File: src/rtl/dct_pkg.sv
package dct_pkg;
  // Control word bit positions (decoded by software)
  localparam int unsigned BIT_RUN = 30;
  localparam int unsigned BIT_IE  = 29;
  localparam int unsigned BIT_PER = 27;
  // Register byte offsets
  localparam int unsigned OFS_CTL0  = 'h00;
  localparam int unsigned OFS_CTL1  = 'h04;
  localparam int unsigned OFS_LOAD0 = 'h08;
  localparam int unsigned OFS_LOAD1 = 'h0C;
  localparam int unsigned OFS_LIVE1 = 'h14;
  localparam int unsigned OFS_STAT  = 'h18;
  localparam int unsigned NUM_CH    = 2;
endpackage

File: src/rtl/dct_prescaler.sv
module dct_prescaler #(
  parameter int unsigned PRE_W = 8
) (
  input  logic             clk,
  input  logic             rst_n,
  input  logic             run,
  input  logic             hold,
  input  logic             restart,
  input  logic [PRE_W-1:0] div,
  output logic             tick
);
  logic [PRE_W-1:0] phase_q;

  always_ff @(posedge clk or negedge rst_n) begin
    if (!rst_n) begin
      phase_q <= '0;
    end else if (restart) begin
      phase_q <= '0;
    end else if (run && !hold) begin
      if (phase_q == div) phase_q <= '0;
      else                phase_q <= phase_q + 1'b1;
    end
  end

  assign tick = run && !hold && !restart && (phase_q == div);
endmodule

File: src/rtl/dct_channel.sv
module dct_channel #(
  parameter int unsigned CNT_W = 24,
  parameter int unsigned PRE_W = 8
) (
  input  logic             clk,
  input  logic             rst_n,
  input  logic             ctl_we,
  input  logic             w_run,
  input  logic             w_ie,
  input  logic             w_per,
  input  logic [PRE_W-1:0] w_div,
  input  logic             load_we,
  input  logic [CNT_W-1:0] w_load,
  output logic             run_q,
  output logic             ie_q,
  output logic             per_q,
  output logic [PRE_W-1:0] div_q,
  output logic [CNT_W-1:0] load_q,
  output logic [CNT_W-1:0] cnt_q,
  output logic             expire
);
  logic start_load;
  logic tick;

  assign start_load = ctl_we && w_run && !run_q && (cnt_q == '0);

  dct_prescaler #(.PRE_W(PRE_W)) u_pre (
    .clk     (clk),
    .rst_n   (rst_n),
    .run     (run_q),
    .hold    (ctl_we),
    .restart (start_load),
    .div     (div_q),
    .tick    (tick)
  );

  assign expire = tick && (cnt_q <= CNT_W'(1));

  always_ff @(posedge clk or negedge rst_n) begin
    if (!rst_n) begin
      run_q <= 1'b0;
      ie_q  <= 1'b0;
      per_q <= 1'b0;
      div_q <= '0;
      cnt_q <= '0;
    end else if (ctl_we) begin
      run_q <= w_run;
      ie_q  <= w_ie;
      per_q <= w_per;
      div_q <= w_div;
      if (start_load) cnt_q <= load_q;
    end else if (tick) begin
      if (expire) begin
        if (per_q) begin
          cnt_q <= load_q;
        end else begin
          cnt_q <= '0;
          run_q <= 1'b0;
        end
      end else begin
        cnt_q <= cnt_q - 1'b1;
      end
    end
  end

  always_ff @(posedge clk or negedge rst_n) begin
    if (!rst_n)       load_q <= '0;
    else if (load_we) load_q <= w_load;
  end
endmodule

File: src/rtl/dct_status.sv
module dct_status #(
  parameter int unsigned N = 2
) (
  input  logic         clk,
  input  logic         rst_n,
  input  logic [N-1:0] expire,
  input  logic         clr_we,
  input  logic [N-1:0] clr_bits,
  input  logic [N-1:0] ie,
  output logic [N-1:0] stat_q,
  output logic         irq
);
  logic [N-1:0] clr_mask;

  assign clr_mask = clr_we ? clr_bits : '0;

  always_ff @(posedge clk or negedge rst_n) begin
    if (!rst_n) stat_q <= '0;
    else        stat_q <= (stat_q & ~clr_mask) | expire;
  end

  assign irq = |(stat_q & ie);
endmodule

File: src/rtl/duo_countdown_timer.sv
module duo_countdown_timer #(
  parameter int unsigned ADDR_W = 5,
  parameter int unsigned DATA_W = 32,
  parameter int unsigned CNT_W  = 24,
  parameter int unsigned PRE_W  = 8
) (
  input  logic              clk,
  input  logic              rst_n,
  input  logic [ADDR_W-1:0] addr,
  input  logic              wr_en,
  input  logic [DATA_W-1:0] wr_data,
  output logic [DATA_W-1:0] rd_data,
  output logic              irq
);
  import dct_pkg::*;

  localparam int unsigned NCH = NUM_CH;

  logic [NCH-1:0]   ctl_we_v, load_we_v, run_v, ie_v, per_v, exp_v;
  logic [PRE_W-1:0] div_v  [NCH];
  logic [CNT_W-1:0] load_v [NCH];
  logic [CNT_W-1:0] cnt_v  [NCH];
  logic [NCH-1:0]   stat_q;
  logic             stat_we;
  logic             unused_wdata;

  assign unused_wdata = ^{wr_data[DATA_W-1:BIT_RUN+1], wr_data[BIT_PER-1:CNT_W],
                          wr_data[BIT_IE-1:BIT_PER+1]};

  assign stat_we = wr_en && (addr == ADDR_W'(OFS_STAT));

  for (genvar i = 0; i < NCH; i++) begin : g_ch
    assign ctl_we_v[i]  = wr_en && (addr == ADDR_W'(OFS_CTL0 + 4 * i));
    assign load_we_v[i] = wr_en && (addr == ADDR_W'(OFS_LOAD0 + 4 * i));

    dct_channel #(.CNT_W(CNT_W), .PRE_W(PRE_W)) u_ch (
      .clk     (clk),
      .rst_n   (rst_n),
      .ctl_we  (ctl_we_v[i]),
      .w_run   (wr_data[BIT_RUN]),
      .w_ie    (wr_data[BIT_IE]),
      .w_per   (wr_data[BIT_PER]),
      .w_div   (wr_data[PRE_W-1:0]),
      .load_we (load_we_v[i]),
      .w_load  (wr_data[CNT_W-1:0]),
      .run_q   (run_v[i]),
      .ie_q    (ie_v[i]),
      .per_q   (per_v[i]),
      .div_q   (div_v[i]),
      .load_q  (load_v[i]),
      .cnt_q   (cnt_v[i]),
      .expire  (exp_v[i])
    );
  end

  dct_status #(.N(NCH)) u_stat (
    .clk      (clk),
    .rst_n    (rst_n),
    .expire   (exp_v),
    .clr_we   (stat_we),
    .clr_bits (wr_data[NCH-1:0]),
    .ie       (ie_v),
    .stat_q   (stat_q),
    .irq      (irq)
  );

  function automatic logic [DATA_W-1:0] ctl_word(input logic r, input logic e,
                                                 input logic p,
                                                 input logic [PRE_W-1:0] d);
    logic [DATA_W-1:0] w;
    w = '0;
    w[BIT_RUN] = r;
    w[BIT_IE]  = e;
    w[BIT_PER] = p;
    w[PRE_W-1:0] = d;
    return w;
  endfunction

  always_comb begin
    rd_data = '0;
    if (addr == ADDR_W'(OFS_CTL0))
      rd_data = ctl_word(run_v[0], ie_v[0], per_v[0], div_v[0]);
    else if (addr == ADDR_W'(OFS_CTL1))
      rd_data = ctl_word(run_v[1], ie_v[1], per_v[1], div_v[1]);
    else if (addr == ADDR_W'(OFS_LOAD0))
      rd_data[CNT_W-1:0] = load_v[0];
    else if (addr == ADDR_W'(OFS_LOAD1))
      rd_data[CNT_W-1:0] = load_v[1];
    else if (addr == ADDR_W'(OFS_LIVE1))
      rd_data[CNT_W-1:0] = cnt_v[1];
    else if (addr == ADDR_W'(OFS_STAT))
      rd_data[NCH-1:0] = stat_q;
  end
endmodule

File: config.mk
export PLATFORM = sky130hd
export DESIGN_NAME = duo_countdown_timer
export DESIGN_NICKNAME = d
export VERILOG_FILES = /design/src/rtl/dct_pkg.sv /design/src/rtl/dct_prescaler.sv /design/src/rtl/dct_channel.sv /design/src/rtl/dct_status.sv /design/src/rtl/duo_countdown_timer.sv
export SDC_FILE = /design/constraint.sdc
export NUM_CORES = 1
export LEC_CHECK = 0
export ABC_AREA = 0
export BUFFER_PORTS_ARGS = -buffer_cell sky130_fd_sc_hd__buf_4
export CAP_MARGIN = 30
export CORE_MARGIN = 5
export CORE_UTILIZATION = 60
export CTS_BUF_LIST = sky130_fd_sc_hd__clkbuf_4 sky130_fd_sc_hd__clkbuf_8 sky130_fd_sc_hd__clkbuf_16
export CTS_CLUSTER_DIAMETER = 100
export DETAILED_ROUTE_END_ITERATION = 16
export HOLD_SLACK_MARGIN = 0.1
export PLACE_DENSITY = 0.84
export RECOVER_POWER = 100
export SETUP_SLACK_MARGIN = 0.02
export SYNTH_ARGS = -nofsm -noshare
export SYNTH_HDL_FRONTEND = slang
export SYNTH_SLANG_ARGS = --single-unit
File: constraint.sdc
create_clock -name clk -period 3.79 [get_ports clk]
set_input_delay 0.758 -clock clk [delete_from_list [all_inputs] [get_ports clk]]
set_output_delay 0.758 -clock clk [all_outputs]
set_load 0.05 [all_outputs]
======== After elaboration in Yosys (flattened, before gate mapping) ========
Cells that the tools add are included.
W data, S select, Z words.
storage, ports and cells
  register bits ........................... 136
  input port bits ......................... 40
  output and inout bits ................... 33
operators by class
  add/sub/neg operators ................... 4
  order comparisons ....................... 2
  eq/ne operators ......................... 11
  mux-type cells .......................... 33
  bitwise gates (word level) .............. 4
  reductions and logical operators ........ 39
operator list
  kind                     count
  $mux W24                 13
  $le A24 B1 Y1 const B    2
  $logic_not A24 Y1        2
  $mux W8                  6
  $sub A24 B1 Y24 const B  2
  $mux W31                 1
  $mux W22                 1
  $logic_and A1 B1 Y1      19
  $add A8 B1 Y8 const B    2
  $eq A8 B8 Y1             2
  $reduce_bool A2 Y1       6
  $eq A5 B4 Y1 const B     2
  $eq A5 B5 Y1 const B     2
  $mux W1                  8
  $mux W7                  1
  $logic_not A1 Y1         6
  $mux W2                  3
  $reduce_and A3 Y1        2
  $eq A5 B3 Y1 const B     1
  $logic_not A5 Y1         1
  $and A2 B2 Y2            2
  $ne A2 B1 Y1 const B     2
  $ne A2 B2 Y1 const B     2
  $reduce_and A2 Y1        2
  other kinds (3)          3

======== Longest topological paths before layout ========
  depth in word-level cells ............... 12
  depth in mapped cells ................... 10

======== Cells and area by module ========
A second synthesis with hierarchy kept.
unflattened totals
  cells, all modules ...................... 759
  area, all modules ....................... 7913.8 um2
modules (own cells, without submodules)
  module               instances  cells an instance  area an instance (um2)  sequential area each (um2)
  dct_channel          2          251                2850.2                  1476.4
  dct_prescaler        2          57                 559.3                   200.2
  duo_countdown_timer  1          136                1013.5                  0.0
  dct_status           1          7                  81.3                    50.0

======== Worst setup path before layout ========
No wires, ideal clock.
  kind .................................... input to output
  start ................................... in addr[3]
  end ..................................... out rd_data[0]
  data arrival time ....................... 2.747 ns
  setup slack ............................. 0.285 ns
  cell stages on the path ................. 5
  path buffers ............................ 3
  path through ............................ clkbuf_1 or4_1 buf_2 clkbuf_1 o21ai_0
on the way
  longest elaborated chain between the ends .. 7
  elaborated cells on any way between the ends .. 12
  those cells by class .................... 5 x eq/ne; 6 x mux; 1 x reduce/logical
ends and longest elaborated chain
  item             line                       text
  start, declared  duo_countdown_timer.sv:9   input logic [ADDR_W-1:0] addr,
  $eq A5 B5 Y1     duo_countdown_timer.sv:91  else if (addr == ADDR_W'(OFS_STAT))
  $mux W2          duo_countdown_timer.sv:91
  $mux W2          duo_countdown_timer.sv:89  else if (addr == ADDR_W'(OFS_LIVE1))
  $mux W24         duo_countdown_timer.sv:87  else if (addr == ADDR_W'(OFS_LOAD1))
  $mux W24         duo_countdown_timer.sv:85  else if (addr == ADDR_W'(OFS_LOAD0))
  $mux W24         duo_countdown_timer.sv:83  else if (addr == ADDR_W'(OFS_CTL1))
  $mux W31 *       duo_countdown_timer.sv:81  if (addr == ADDR_W'(OFS_CTL0))
  end, declared    duo_countdown_timer.sv:12  output logic [DATA_W-1:0] rd_data,
Every way passes the cells marked *; elsewhere a longest branch is shown, timed or not.

======== Final worst setup path ========
  start ................................... in addr[4]
  end ..................................... out rd_data[23]
on the way
  longest elaborated chain between the ends .. 6
  elaborated cells on any way between the ends .. 10
  those cells by class .................... 4 x eq/ne; 5 x mux; 1 x reduce/logical
ends and longest elaborated chain
  item          line
  $eq A5 B5 Y1  duo_countdown_timer.sv:89
  $mux W22      duo_countdown_timer.sv:89
  $mux W24      duo_countdown_timer.sv:87
  $mux W24      duo_countdown_timer.sv:85
  $mux W24      duo_countdown_timer.sv:83
  $mux W31 *    duo_countdown_timer.sv:81
Marked as above.

==> results.txt <==
status: complete, but fails checks
failing checks: max-capacitance violations, max-slew violations
fin crit share: 93.9%
Setup WS post-layout: 231 ps
post-route antenna net violation count: 0
Initial Utilization: 61.2%
crit path DAT: 2800 ps
CTS sink count: 136
TritonCTS Buffers: 17
CP endpoint kind: primary output
Nets: 962
Synth Instances: 850
Yosys reg bits: 136
Worst Hold Slack: 518 ps
final setup TNS: 0 ps
max-cap check violation count: 3
Area growth syn-to-layout: 15.6%
Synth Flop Type: dfrtp_1
P_leak: 0.00411 uW
final hold vios: 0
cts hold-fix bufs: 0
Max Slew Vio Count: 149
vias: 7020
row count: 41
htree depth: 4
drt total wl: 22400 um
share of cells above drive strength 1: 16.7%
PwrDens: 588 nW/um^2
gr usage total: 30.4%
RePlAce Congestion: 0.940
CP required: 3030 ps
Die W: 123 um
Inserted Diodes: 0
sequential area share after synthesis: 44.0%
most frequent cell after synthesis: dfrtp_1
startpoint types: input port
slew of the pin with the lowest slew margin: 2420 ps
total core area: 12600 um^2
Placement Cell Area: 8450 um^2
routed len/inst: 20.3 um
post-synth top area share: 44.0%
top post-synthesis cells by area: dfrtp_1, mux2_2, nand2_1, o21ai_0, mux2i_1
dpl ws: 452 ps
PostCTS Resize Cnt: 0
EDFF count, synth: 0
vias in the first global route: 6689
Ys Warns: 0
maximum vdd drop: 0.000437 V
count of different cell masters after synthesis: 61
hpwl dp: 15600 um
clk_lat worst skew: 440 ps
Post-synth top cells: dfrtp_1, nand2_1, nor2_1
setup violators final: 0
Clk pin slew, worst setup/hold paths: 60 ps
Crit Path Class: in2out
Post-Syn Area: 7730 um^2
drt first pass iters: 6
Initial DRC Count: 868
Tot Pwr: 5250 uW
CTS tree: built
CP max FO: 17
initial antenna violation count: 0
largest net degree at the start of global routing: 99
die area: 15200 um^2
PortBufs: 62
Finished Cell Area: 8930 um^2
Syn Area/Cell: 9.09 um^2
WHS Path Cells: 1
DRC Markers: 0
drt via density: 6.38
Setup Buffers After CTS: 0
Worst Skew: 8.67 ps
unrepaired setup endpoints after global routing: false
Period minus WS final: 3560 ps
Clock Tree Buf Depth: 2
hold crit path type: reg2reg
io pins: 73
GRT overflow: 0
headroom to the max-slew limit: -61.4%
Die H: 123 um
R2R cell count: 6
cell taking the most area after synthesis: dfrtp_1
asr flop ratio synth: 100%
global-route wire length before repair: 35400 um
CTS root buf: clkbuf_16
top achievable clock speed: 281 MHz
[report_power, final]
| group | leakage, uW | internal [uW] | switching, uW |
|---|---|---|---|
| registers | 0.00177 | 1750 | 379 |
| logic | 0.00203 | 547 | 793 |
| clock network | 0.000307 | 1120 | 658 |
[final timing paths]
path / slack, ps / from / to
worst max-delay path: 230 / addr[4] / rd_data[23]
worst min-delay path: 520 / g_ch[0].u_ch.load_q[4] / g_ch[0].u_ch.cnt_q[4]
worst max register to register: 680 / g_ch[1].u_ch.cnt_q[21] / g_ch[1].u_ch.cnt_q[13]
worst min register to register: 520 / g_ch[0].u_ch.load_q[4] / g_ch[0].u_ch.cnt_q[4]
max in group asynchronous: 790 / rst_n / g_ch[1].u_ch.cnt_q[9]
min in group asynchronous: 1040 / rst_n / g_ch[0].u_ch.u_pre.phase_q[3]
[state kept, by name, indices dropped and copies added, names as in the netlist]
| register | flops |
|---|---|
| g_ch.u_ch.u_pre.phase_q | 16 |
| g_ch.u_ch.load_q | 48 |
| g_ch.u_ch.ie_q | 2 |
| g_ch.u_ch.per_q | 2 |
| g_ch.u_ch.div_q | 16 |
| g_ch.u_ch.run_q | 2 |
| g_ch.u_ch.cnt_q | 48 |
| u_stat.stat_q | 2 |
[worst max-delay path: stages]
cell	delay [ps]
clkbuf_1	180
nor3_1	430
nand2_1	330
buf_4	300
o21ai_0	280
clkbuf_1	510
[stage by stage]
stage,util [%],cells
final,70.8,1100
after global routing,70.8,1100
after floorplan,-,854
after detailed placement,67.0,1068
after CTS,72.0,1100
after global placement,67.0,1068
[cell families (layout without fill, tap and decap cells)]
family          after synthesis  count (layout)  synth area share, %
mux                          78              78                 10.9
compound gates              187             187                 15.6
simple gates                352             352                 21.7
buf+inv                      60             134                 3.34
flops                       136             136                 44.0
other cells                   1               5               0.0485
fa+ha+maj                     7               7                 1.13
xor+xnor                     29              29                 3.29
[cells in the final DEF, fill, tap and decap left out, drive strengths merged, types with 4 or more instances in the layout]
master and count:
dfrtp 136, nand2 127, nor2 76, o21ai 70
clkbuf 55, buf 53, mux2 48, nand3 30
mux2i 30, a21oi 26, nor3 26, nor4 18
xnor2 16, nand4 14, inv 14, o211ai 13
xor2 13, and2 12, a211o 11, a21boi 11
nand2b 9, o22ai 9, or3 8, a22oi 8
or4 8, nor2b 7, ha 7, o2111ai 6
clkinv 6, a31oi 5, conb 5, a22o 4
or2 4, bufinv 4, a21o 4
[area by class of cell]
cell class              instances  area [um^2]
multi-input cells             658         4080
fillers                       985         3690
flip-flops and latches        136         3400
repair buffers                 90          551
clock buffers                  18          439
well taps                     172          215
clock inverters                14          198
inverters                      12         45.0
[routing by layer]
layer,up-vias,routed length [um],global-route usage [%]
met5,-,0,0
met4,0,668,10.8
met3,62,2000,7.41
met2,371,10600,49.0
met1,3388,9070,40.0
li1,3199,-,-
Power figures use the tool's default switching activity.
